File: config.mk
export PLATFORM = sky130hd
export DESIGN_NAME = acc_alu_core
export DESIGN_NICKNAME = d
export VERILOG_FILES = /design/src/rtl/acc_alu_pkg.sv /design/src/rtl/acc_alu_addsub.sv /design/src/rtl/acc_alu_logic.sv /design/src/rtl/acc_alu_rotate.sv /design/src/rtl/acc_alu_core.sv
export SDC_FILE = /design/constraint.sdc
export NUM_CORES = 1
export LEC_CHECK = 0
export BUFFER_PORTS_ARGS = -buffer_cell sky130_fd_sc_hd__clkbuf_2
export CAP_MARGIN = 0
export CELL_PAD_IN_SITES_DETAIL_PLACEMENT = 1
export CELL_PAD_IN_SITES_GLOBAL_PLACEMENT = 1
export CORE_UTILIZATION = 41
export DETAILED_ROUTE_END_ITERATION = 10
export GPL_ROUTABILITY_DRIVEN = 0
export PLACE_DENSITY = 0.88
export SYNTH_ARGS = -nofsm -noshare
export SYNTH_HDL_FRONTEND = slang
export SYNTH_SLANG_ARGS = --single-unit
File: constraint.sdc
create_clock -name clk -period 3.85 [get_ports clk]
set_clock_uncertainty 0.2 [all_clocks]
set_input_delay 0.385 -clock clk [delete_from_list [all_inputs] [get_ports clk]]
set_output_delay 0.385 -clock clk [all_outputs]
set_load 0.1 [all_outputs]
File: src/rtl/acc_alu_pkg.sv
package acc_alu_pkg;

    localparam int ALU_W  = 8;
    localparam int NIB_W  = ALU_W / 2;
    localparam int OP_W   = 4;

    typedef logic [ALU_W-1:0] word_t;

    typedef enum logic [OP_W-1:0] {
        OP_ADD  = 4'd0,
        OP_SUB  = 4'd1,
        OP_AND  = 4'd2,
        OP_OR   = 4'd3,
        OP_XOR  = 4'd4,
        OP_COMF = 4'd5,
        OP_PASS = 4'd6,
        OP_RLC  = 4'd7,
        OP_RRC  = 4'd8
    } alu_op_e;

    typedef struct packed {
        logic c;
        logic dc;
        logic z;
    } flag_set_t;

    typedef struct packed {
        word_t     data;
        flag_set_t val;
        flag_set_t wen;
    } alu_out_t;

    typedef enum logic [1:0] {
        CLS_ARITH,
        CLS_LOGIC,
        CLS_ROT,
        CLS_NONE
    } op_class_e;

    function automatic op_class_e classify(logic [OP_W-1:0] code);
        op_class_e cls;
        case (code)
            OP_ADD, OP_SUB:                             cls = CLS_ARITH;
            OP_AND, OP_OR, OP_XOR, OP_COMF, OP_PASS:    cls = CLS_LOGIC;
            OP_RLC, OP_RRC:                             cls = CLS_ROT;
            default:                                    cls = CLS_NONE;
        endcase
        return cls;
    endfunction

    function automatic flag_set_t flag_mask(op_class_e cls);
        flag_set_t m;
        case (cls)
            CLS_ARITH: m = '{c: 1'b1, dc: 1'b1, z: 1'b1};
            CLS_LOGIC: m = '{c: 1'b0, dc: 1'b0, z: 1'b1};
            CLS_ROT:   m = '{c: 1'b1, dc: 1'b0, z: 1'b0};
            default:   m = '{c: 1'b0, dc: 1'b0, z: 1'b0};
        endcase
        return m;
    endfunction

    function automatic logic is_zero(word_t v);
        return (v == '0);
    endfunction

endpackage

File: src/rtl/acc_alu_addsub.sv
module acc_alu_addsub
    import acc_alu_pkg::*;
(
    input  word_t a_opnd,
    input  word_t b_opnd,
    input  logic  do_sub,
    output word_t sum,
    output logic  carry,
    output logic  nib_carry
);
    // Subtraction is a - b = a + ~b + 1; the carries come out as not-borrow.
    word_t               b_eff;
    logic                cin;
    logic [ALU_W:0]      full_sum;
    logic [NIB_W:0]      low_sum;

    always_comb begin
        b_eff     = do_sub ? ~b_opnd : b_opnd;
        cin       = do_sub;
        full_sum  = {1'b0, a_opnd} + {1'b0, b_eff} + {{ALU_W{1'b0}}, cin};
        low_sum   = {1'b0, a_opnd[NIB_W-1:0]} + {1'b0, b_eff[NIB_W-1:0]}
                  + {{NIB_W{1'b0}}, cin};
        sum       = full_sum[ALU_W-1:0];
        carry     = full_sum[ALU_W];
        nib_carry = low_sum[NIB_W];
    end

endmodule

File: src/rtl/acc_alu_logic.sv
module acc_alu_logic
    import acc_alu_pkg::*;
(
    input  logic [OP_W-1:0] op,
    input  word_t           f_opnd,
    input  word_t           w_opnd,
    output word_t           data
);
    always_comb begin
        case (op)
            OP_AND:  data = w_opnd & f_opnd;
            OP_OR:   data = w_opnd | f_opnd;
            OP_XOR:  data = w_opnd ^ f_opnd;
            OP_COMF: data = ~f_opnd;
            OP_PASS: data = f_opnd;
            default: data = '0;
        endcase
    end

endmodule

File: src/rtl/acc_alu_rotate.sv
module acc_alu_rotate
    import acc_alu_pkg::*;
(
    input  word_t f_opnd,
    input  logic  c_in,
    input  logic  to_right,
    output word_t data,
    output logic  c_out
);
    word_t left_v;
    word_t right_v;

    for (genvar i = 0; i < ALU_W; i++) begin : g_bit
        if (i == 0) begin : g_lo
            assign left_v[i] = c_in;
        end else begin : g_lo_n
            assign left_v[i] = f_opnd[i-1];
        end
        if (i == ALU_W-1) begin : g_hi
            assign right_v[i] = c_in;
        end else begin : g_hi_n
            assign right_v[i] = f_opnd[i+1];
        end
    end

    assign data  = to_right ? right_v : left_v;
    assign c_out = to_right ? f_opnd[0] : f_opnd[ALU_W-1];

endmodule

File: src/rtl/acc_alu_core.sv
module acc_alu_core
    import acc_alu_pkg::*;
(
    input  logic                clk,
    input  logic                rst,
    input  logic                in_valid,
    input  logic [OP_W-1:0]     op,
    input  logic [ALU_W-1:0]    f_opnd,
    input  logic [ALU_W-1:0]    w_opnd,
    input  logic                c_in,
    output logic                out_valid,
    output logic [ALU_W-1:0]    result,
    output logic                c_out,
    output logic                dc_out,
    output logic                z_out,
    output logic                c_we,
    output logic                dc_we,
    output logic                z_we
);
    op_class_e cls;
    word_t     as_sum;
    logic      as_c;
    logic      as_dc;
    word_t     lg_data;
    word_t     rt_data;
    logic      rt_c;
    alu_out_t  nxt;
    alu_out_t  out_q;
    logic      vld_q;

    assign cls = classify(op);

    acc_alu_addsub u_addsub (
        .a_opnd    (f_opnd),
        .b_opnd    (w_opnd),
        .do_sub    (op == OP_SUB),
        .sum       (as_sum),
        .carry     (as_c),
        .nib_carry (as_dc)
    );

    acc_alu_logic u_logic (
        .op     (op),
        .f_opnd (f_opnd),
        .w_opnd (w_opnd),
        .data   (lg_data)
    );

    acc_alu_rotate u_rotate (
        .f_opnd   (f_opnd),
        .c_in     (c_in),
        .to_right (op == OP_RRC),
        .data     (rt_data),
        .c_out    (rt_c)
    );

    always_comb begin
        nxt = '0;
        case (cls)
            CLS_ARITH: begin
                nxt.data   = as_sum;
                nxt.val.c  = as_c;
                nxt.val.dc = as_dc;
            end
            CLS_LOGIC: nxt.data = lg_data;
            CLS_ROT: begin
                nxt.data  = rt_data;
                nxt.val.c = rt_c;
            end
            default: nxt.data = '0;
        endcase
        nxt.val.z = is_zero(nxt.data);
        nxt.wen   = flag_mask(cls);
    end

    always_ff @(posedge clk) begin
        if (rst) begin
            out_q <= '0;
            vld_q <= 1'b0;
        end else begin
            vld_q <= in_valid;
            if (in_valid) begin
                out_q <= nxt;
            end else begin
                out_q.wen <= '0;
            end
        end
    end

    assign out_valid = vld_q;
    assign result    = out_q.data;
    assign c_out     = out_q.val.c;
    assign dc_out    = out_q.val.dc;
    assign z_out     = out_q.val.z;
    assign c_we      = out_q.wen.c;
    assign dc_we     = out_q.wen.dc;
    assign z_we      = out_q.wen.z;

endmodule

==> qor.yml <==
status:
  outcome: "finished clean"
synthesis:
  synth_edf_count: 0
  ys_warn_count: 0
  syn_nets: 290
  netlist_instances: 241
  synth.yosys.seq_area_share_pct: 15.8
  synth_flop_cell: "dfxtp_1"
  syn_area_sq_um: 1900
  syn_area_per_cell_sq_um: 7.87
  async_reset_ff_share_pct: 0
  yosysUniqueCellTypes: 61
  synth-seq-cells: 15
detailed_routing:
  drt_wl_total_um: 5240
  drcViolationCount: 0
  final_antenna_net_count: 0
  vias_per_cell: 5.87
  post_drt_wl_per_cell_um: 16.2
  drt-initial-drc-count: 42
  firstDrtPassIters: 4
  vias: 1902
sta:
  setup_viol: 0
  fin_crit_sh_pct: 80.6
  holdWs_ps: 267
  final.setup.tns_ps: 0
  period_minus_slack_ps: 3100
  slew_headroom_pct: 50.5
  rsz0062_at_grt: "no"
  tightest_slew_ps: 740
  slew_viol_final: 0
  max_freq_mhz: 322
  hold_viol_final: 0
  fin_ws_ps: 747
clocking:
  cts_sinks: 15
  htreeDepth: 1
  numCtsBuffers: 3
  cts_tree: "built"
  clkLatencyLatePin_ps: 250
  cts_setup_buffers: 0
  cts_resized: 0
  cts_root_buf: "clkbuf_8"
  clk_pin_slew_worst_paths_ps: 60
  postCtsHoldBufs: 0
  max-clock-path-buffers: 2
critical_path:
  crit_arrival_ps: 3070
  cp_max_fo: 6
  critPathRequiredTime_ps: 3820
  worst-setup-path-type: "in -> reg"
  start_kind: "input pin"
  end_kind: "flop"
cells_and_area:
  final_nets: 322
  layout_commonest_cell: "clkbuf_2"
  layout-drive-gt1-share_pct: 21.0
  diodes: 0
  area_delta_synth_final_pct: 13.9
  finalInstanceArea_sq_um: 2160
  final_cell_mix: "clkbuf_2 (38), ha_1 (24), inv_1 (21)"
place:
  io_buffer_count: 38
  place_ws_ps: 488
  placed_cell_area_sq_um: 2110
  post-dp-hpwl_um: 4260
global_route:
  grt_max_degree: 35
  grt-ovfl-total: 0
  grt_use_met3_pct: 1.44
  gr-usage-met2_pct: 37.1
  grt_use_met1_pct: 29.6
  grt_busiest_layer: "met2"
  grt_pass1_wl_um: 8620
  antenna_found_initial: 0
  grt_pass1_vias: 1814
  grt.total_usage_pct: 21.9
hold_path:
  worstHoldPathType: "in -> reg"
power_and_ir_drop:
  p_leak_uw: 0.00102
  p_per_area_nw_per_um2: 270
  ir_drop_mv: 0.0825
floorplan:
  row_count: 24
  die_y_um: 70.0
  coreArea_sq_um: 4380
  die_area_sq_um: 4900
  fp.dieW_um: 70.0
  start_util_pct: 43.2
  io-pin-count: 39
run:
  drv_cap: 0
==> worst paths after layout <==
check | start | endpoint | slack [ps] | depth (start not counted)
max | op[3] | z_out$_SDFFE_PP0P_ | 750 | 11
min | rst | dc_out$_SDFFE_PP0P_ | 270 | 2
max reg2reg | result[0]$_SDFFE_PP0P_ | result[0]$_SDFFE_PP0P_ | 2860 | 2
min reg2reg | dc_out$_SDFFE_PP0P_ | dc_out$_SDFFE_PP0P_ | 270 | 2
==> critical path, stage by stage <==
cell	delay, ps
clkbuf_2	100
nor4b_2	520
buf_4	260
xnor2_1	180
ha_1	310
nor2b_1	170
or4_1	470
and3_1	210
a211oi_2	240
nand3_1	110
o32ai_1	110
==> report_power, final <==
| part | internal, uW | switching, uW |
|---|---|---|
| Sequential | 164 | 4.28 |
| Clock | 73.4 | 55.0 |
| Combinational | 93.9 | 191 |
==> cell families (layout without fill, tap and decap cells) <==
family	after synthesis	count (layout)	synth area share (%)
xor gates and xnor gates	10	10	4.62
buffers and inverters	39	70	8.65
muxes	10	10	5.41
adders and majority gates	25	25	16.9
AOI/OAI and AO/OA	60	60	24.7
and+or+nand+nor	82	82	23.9
DFF	15	15	15.8
==> registers in the layout, summed over array words and instances, names as in the netlist <==
register,cells
result,8
c_out,1
c_we,1
dc_out,1
dc_we,1
out_valid,1
z_out,1
z_we,1
==> cells in the mapped netlist, types with 2 or more instances <==
| cell | n | share of area (%) |
|---|---|---|
| a31oi_1 | 3 | 0.99 |
| nand3_1 | 4 | 1.1 |
| xor2_1 | 2 | 0.92 |
| o2bb2ai_1 | 2 | 0.92 |
| a21o_1 | 2 | 0.79 |
| a32oi_1 | 2 | 0.92 |
| nor2b_1 | 8 | 2.6 |
| clkbuf_1 | 6 | 1.2 |
| buf_2 | 7 | 1.8 |
| xnor2_1 | 8 | 3.7 |
| o22ai_1 | 3 | 0.99 |
| and3b_1 | 2 | 0.92 |
| nand2_1 | 15 | 3.0 |
| or3_1 | 3 | 0.99 |
| nor2_1 | 19 | 3.8 |
| buf_4 | 2 | 0.79 |
| nand2b_1 | 5 | 1.7 |
| and3_1 | 5 | 1.7 |
| nor3_1 | 9 | 2.4 |
| a22oi_1 | 5 | 2.0 |
| inv_1 | 21 | 4.2 |
| mux2i_1 | 8 | 4.2 |
| nor4_1 | 2 | 0.66 |
| a211oi_1 | 8 | 3.2 |
| a221oi_1 | 2 | 0.92 |
| nor4b_2 | 2 | 1.6 |
| a221oi_2 | 2 | 1.6 |
| ha_1 | 24 | 16 |
| a21oi_1 | 10 | 2.6 |
| o21ai_0 | 5 | 1.3 |
| dfxtp_1 | 15 | 16 |
==> through the flow <==
| stage | std cells | util [%] | total power [uW] |
|---|---|---|---|
| after floorplan | 241 | - | 388 |
| after global placement | 320 | 48.2 | 447 |
| after detailed placement | 320 | 48.2 | 458 |
| after CTS | 324 | 49.3 | 587 |
| after global routing | 324 | 49.3 | 617 |
| final | 324 | 49.3 | 583 |
==> metal layers <==
metal	share of wire, %	up-vias
li1	-	932
met1	48	916
met2	48	49
met3	3.7	5
met4	1.0	0
met5	0	-
==> layout make-up <==
| type | instances | area, sq um |
|---|---|---|
| fill | 573 | 2220 |
| multi-input combinational | 187 | 1430 |
| sequential | 15 | 300 |
| timing repair buffer | 44 | 235 |
| inverter | 22 | 82.6 |
| tap | 52 | 65.1 |
| clock buffer | 4 | 45.0 |
No activity file was read; power rests on OpenSTA's default activity.
